<file path="src/rtl/pbdiv_pkg.sv">
package pbdiv_pkg;
    localparam int DIV_W   = 7;
    localparam int REG_W   = 16;
    localparam int EN_POS  = 15;
    localparam int RDY_POS = 11;

    typedef logic [DIV_W-1:0] div_t;

    typedef struct packed {
        div_t cnt;
        div_t cur;
        logic en;
        logic phase;
    } div_state_t;

    function automatic logic [DIV_W:0] high_len(input div_t n);
        logic [DIV_W:0] r;
        r = {1'b0, n} + {{DIV_W{1'b0}}, 1'b1};
        return r >> 1;
    endfunction
endpackage

</file>
<file path="src/rtl/pbdiv_regs.sv">
module pbdiv_regs
    import pbdiv_pkg::*;
#(
    parameter div_t RST_DIV = div_t'(1)
) (
    input  logic             clk,
    input  logic             rst,
    input  logic             wr_en,
    input  logic [REG_W-1:0] wr_data,
    input  logic             unlock,
    input  logic             load_done,
    output logic             en_req,
    output logic             pend,
    output div_t             field,
    output logic [REG_W-1:0] rd_data
);
    logic div_ok;

    assign div_ok = wr_en && unlock && !pend;

    always_ff @(posedge clk) begin
        if (rst) begin
            en_req <= 1'b1;
            pend   <= 1'b0;
            field  <= RST_DIV;
        end else begin
            if (wr_en)
                en_req <= wr_data[EN_POS];
            if (div_ok) begin
                field <= wr_data[DIV_W-1:0];
                pend  <= 1'b1;
            end else if (load_done) begin
                pend <= 1'b0;
            end
        end
    end

    always_comb begin
        rd_data              = '0;
        rd_data[DIV_W-1:0]   = field;
        rd_data[RDY_POS]     = !pend;
        rd_data[EN_POS]      = en_req;
    end
endmodule

</file>
<file path="src/rtl/pbdiv_core.sv">
module pbdiv_core
    import pbdiv_pkg::*;
#(
    parameter div_t RST_DIV = div_t'(1)
) (
    input  logic       clk,
    input  logic       rst,
    input  logic       en_req,
    input  logic       pend,
    input  div_t       new_div,
    output logic       load_done,
    output div_state_t st
);
    div_state_t     st_d;
    logic           wrap;
    logic [DIV_W:0] half_d;

    assign wrap      = (st.cnt == st.cur);
    assign load_done = wrap && pend;

    always_comb begin
        st_d.cnt   = wrap ? '0 : st.cnt + div_t'(1);
        st_d.cur   = load_done ? new_div : st.cur;
        st_d.en    = wrap ? en_req : st.en;
        half_d     = high_len(st_d.cur);
        st_d.phase = st_d.en && ({1'b0, st_d.cnt} < half_d);
    end

    always_ff @(posedge clk) begin
        if (rst) begin
            st.cnt   <= '0;
            st.cur   <= RST_DIV;
            st.en    <= 1'b1;
            st.phase <= 1'b0;
        end else begin
            st <= st_d;
        end
    end
endmodule

</file>
<file path="src/rtl/pbdiv_top.sv">
module pbdiv_top
    import pbdiv_pkg::*;
#(
    parameter div_t RST_DIV = div_t'(1)
) (
    input  logic             clk,
    input  logic             rst,
    input  logic             wr_en,
    input  logic [REG_W-1:0] wr_data,
    input  logic             unlock,
    output logic [REG_W-1:0] rd_data,
    output logic             clk_out
);
    logic       en_req;
    logic       pend;
    logic       load_done;
    div_t       field;
    div_state_t st;
    div_t       st_cnt;
    div_t       st_cur;
    logic       st_en;
    logic       st_phase;
    logic       byp_q;
    logic       gate_q;

    pbdiv_regs #(.RST_DIV(RST_DIV)) regs_i (
        .clk(clk), .rst(rst), .wr_en(wr_en), .wr_data(wr_data),
        .unlock(unlock), .load_done(load_done), .en_req(en_req),
        .pend(pend), .field(field), .rd_data(rd_data)
    );

    pbdiv_core #(.RST_DIV(RST_DIV)) core_i (
        .clk(clk), .rst(rst), .en_req(en_req), .pend(pend),
        .new_div(field), .load_done(load_done), .st(st)
    );

    assign st_cnt   = st.cnt;
    assign st_cur   = st.cur;
    assign st_en    = st.en;
    assign st_phase = st.phase;

    // Bypass select and gate change only while clk is low.
    always_ff @(negedge clk) begin
        if (rst) begin
            byp_q  <= 1'b0;
            gate_q <= 1'b1;
        end else begin
            byp_q  <= (st_cur == '0);
            gate_q <= st_en;
        end
    end

    assign clk_out = byp_q ? (clk && gate_q) : st_phase;
endmodule

</file>
<file path="config.mk">
export PLATFORM = sky130hd
export DESIGN_NAME = pbdiv_top
export DESIGN_NICKNAME = d
export VERILOG_FILES = /design/src/rtl/pbdiv_pkg.sv /design/src/rtl/pbdiv_regs.sv /design/src/rtl/pbdiv_core.sv /design/src/rtl/pbdiv_top.sv
export SDC_FILE = /design/constraint.sdc
export NUM_CORES = 1
export LEC_CHECK = 0
export BUFFER_PORTS_ARGS = -buffer_cell sky130_fd_sc_hd__buf_2
export CAP_MARGIN = 10
export CORE_MARGIN = 2
export CORE_UTILIZATION = 40
export CTS_CLUSTER_DIAMETER = 50
export CTS_CLUSTER_SIZE = 16
export DETAILED_ROUTE_END_ITERATION = 8
export SLEW_MARGIN = 20
export SYNTH_ARGS = -nofsm -noshare
export SYNTH_HDL_FRONTEND = slang
export SYNTH_HIERARCHICAL = 1
export SYNTH_SLANG_ARGS = --single-unit
</file>
<file path="constraint.sdc">
create_clock -name clk -period 3.3 [get_ports clk]
set_input_delay 0.66 -clock clk [delete_from_list [all_inputs] [get_ports clk]]
set_output_delay 0.66 -clock clk [all_outputs]
set_load 0.03 [all_outputs]
</file>
==> results.md <==
* Outcome: complete, but fails checks
* Failing checks: setup timing
* Gp weighted congestion at 0.756
* Reg-to-Reg Start: core_i/st[11]
* Congestion Overflow GR at 0
* Initial antenna violation count at 0
* Yosys warnings at 6
* CP top delay family: flip-flops
* Hold path startpoint: wr_data[15]
* Slew Limit Fails at 0
* Largest net degree at the start of global routing at 27
* Vias at 1232
* GRT Total Usage at 0.155
* Area post-placement at 1760 µm²
* Cts hold-fix bufs at 0
* Worst Path Buf+Inv at 1
* Pwr dens at 545 nW/µm²
* Total of max-cap violations at 0
* FF/Latch Area at 551 µm²
* WL final at 3.15 mm
* FF-to-FF setup slack at 280 ps
* Crit path from: byp_q
* Syn avg cell area at 9.18 µm²
* CP Capture Type: output pin
* Initial core utilization at 0.417
* IO Count at 37
* Worst min-delay path class: in -> reg
* Setup ws final at -65.2 ps
* Commonest cells in the netlist: dfxtp_1 (27), nor2_1 (23), mux2i_1 (16)
* Multi-input gate area at 976 µm²
* Yosys reg bits at 27
* WP data required at 2640 ps
* Seq/Total Area, Yosys at 0.322
* Rows at 23
* CP Class: reg -> out
* Setup TNS at -65.2 ps
* DRT Pass-1 Iters at 4
* CP startpoint kind: flip-flop
* Place WS at 164 ps
* Ys flop type: dfxtp_1
* Synth top area share at 0.322
* EDFF count, synth at 0
* Width of the die at 68.8 µm
* # DRC at 0
* Final Hold Viols at 0
* Pleak at 0.850 nW
* Share of post-route cells with drive strength above 1 at 0.280
* Post-DRT Antenna Nets at 0
* RR Endpoint: core_i/st[0]
* Hold path depth at 2
* Highest ir drop seen on vdd at 0.249 mV
* Worst path slowest cell: dfxtp_2
* Core ar. at 4030 µm²
* Worst r2r path cells at 15
* Synth area leaders: dfxtp_1 (32%), mux2i_1 (9.5%), buf_4 (6.7%), xnor2_1 (6.3%), ha_1 (6.0%)
* Dominant cell by count in the synthesized netlist: dfxtp_1
* Via-to-Cell Ratio at 4.79
* Final net count at 236
* Ant. Diodes at 0
* Total power draw at 1.04 mW
* First-pass GRT wire length at 5.06 mm
* Layout fillers at 395
* Cells after Synth at 183
* Die span in y at 68.8 µm
* Area Overhead vs Synth at 13.6%
* RSZ-0062 raised after global routing: true
* DR iter-0 viols at 55
* Insertion delay of the later-clocked pin in the worst-skew pair at 450 ps
* Crit path max fanout at 2
* Layout Skew at 75.7 ps
* Syn Std Cell Area at 1680 µm²
* Most area-hungry cell type in the Yosys netlist: dfxtp_1
* Die area at 4730 µm²
* Data arrival, critical path at 2710 ps
* Slowest Stage Delay on Critical Path at 320 ps
* Yosys cell types at 42
* Vias in the first global route at 1045
* Asr flop ratio synth at 0
* Final HPWL DP at 2.33 mm
* Clk slew on worst S/H paths at 90 ps
* Design area at 1910 µm²
* CTS tree: done
* CP Cell Sequence: nand3_2, o21ai_1, buf_4
* Port Buffer Count at 21
* Hold EP: regs_i/en_req
* DR WL/cell at 12.3 µm
* # setup viols final at 4
what timing repair did:
| action | CTS | global route |
|---|---|---|
| pin swaps | 1 | 1 |
| resized for setup | 5 | 8 |
| setup buffers | 0 | 1 |
| setup endpoints to repair | 4 | 5 |
per-stage QoR:
step / cells / hold WS [ps] / utilization
global placement: 248 / 488 / 0.438
floorplan: 189 / 458 / -
detailed placement: 248 / 496 / 0.438
finish: 257 / 482 / 0.474
CTS: 256 / 472 / 0.469
global route: 257 / 464 / 0.474
sequential cells by signal, summed over array words and instances (netlist names):
| signal | flops |
|---|---|
| byp_q | 1 |
| regs_i/pend | 1 |
| gate_q | 1 |
| regs_i/field | 7 |
| core_i/st | 16 |
| regs_i/en_req | 1 |
metal layers:
metal | up-vias | GRT usage | routed length, µm
met5 | - | 0 | 0
met4 | 0 | 0.0833 | 23
met2 | 25 | 0.200 | 1380
li1 | 643 | - | -
met3 | 3 | 0.0584 | 194
met1 | 561 | 0.218 | 1550
how the worst max path moves through the flow:
stage | to | slack (ps) | depth (start not counted)
5_1_grt | clk_out | -170 | 3
3_5_place_dp | core_i/st[0] | 160 | 15
2_1_floorplan | clk_out | 20 | 1
6_report | clk_out | -70 | 3
4_1_cts | clk_out | -90 | 3
3_3_place_gp | core_i/st[0] | 140 | 15
cells in the final DEF, fill, tap and decap left out, types with 2 or more instances in the layout:
cell type,count
or4_1,2
nand2b_1,13
clkbuf_8,6
nand2_1,2
inv_1,6
nand3_1,11
a211oi_1,2
ha_1,7
mux2i_1,16
dfxtp_2,8
xnor2_1,12
buf_2,20
nor2_1,23
buf_4,10
a21oi_1,2
or2_2,2
and3_1,4
conb_1,7
dfxtp_1,19
o21ai_1,2
xor2_1,9
area by class of cell:
class | count | share of cell area
timing repair buffer | 29 | 0.0879
sequential | 27 | 0.289
tap | 50 | 0.0328
inverter | 5 | 0.0125
clock inverter | 3 | 0.0197
multi-input combinational | 136 | 0.511
clock buffer | 7 | 0.0472
where the power goes:
part / switching (mW) / internal, mW / total [mW]
combinational: 0.146 / 0.123 / 0.269
sequential: 0.0251 / 0.355 / 0.380
clock: 0.141 / 0.250 / 0.392
total: 0.312 / 0.728 / 1.04
cells by family (layout without fill, tap and decap cells):
kind of cell    after synthesis  count (layout)  synth area share
mux                          17              17             0.104
buf+inv                      26              44             0.115
simple gates                 70              70             0.232
compound gates               13              13            0.0551
other cells                   1               7           0.00223
flops                        27              27             0.322
xor+xnor                     21              21             0.110
fa+ha+maj                     8               8            0.0596
worst reg2reg max path, stage by stage, from the launching register on:
cell and delay (ps):
dfxtp_1 380, xnor2_1 140, nand4_1 160, nor3_4 250
nand2_4 100, inv_6 70, mux2_4 300, ha_2 230
nand3_1 100, xnor2_1 130, mux2i_1 100, ha_1 290
and4_1 240, a211oi_1 240, o21ai_1 110, nor3_1 120
No activity file was read; power rests on OpenSTA's default activity.
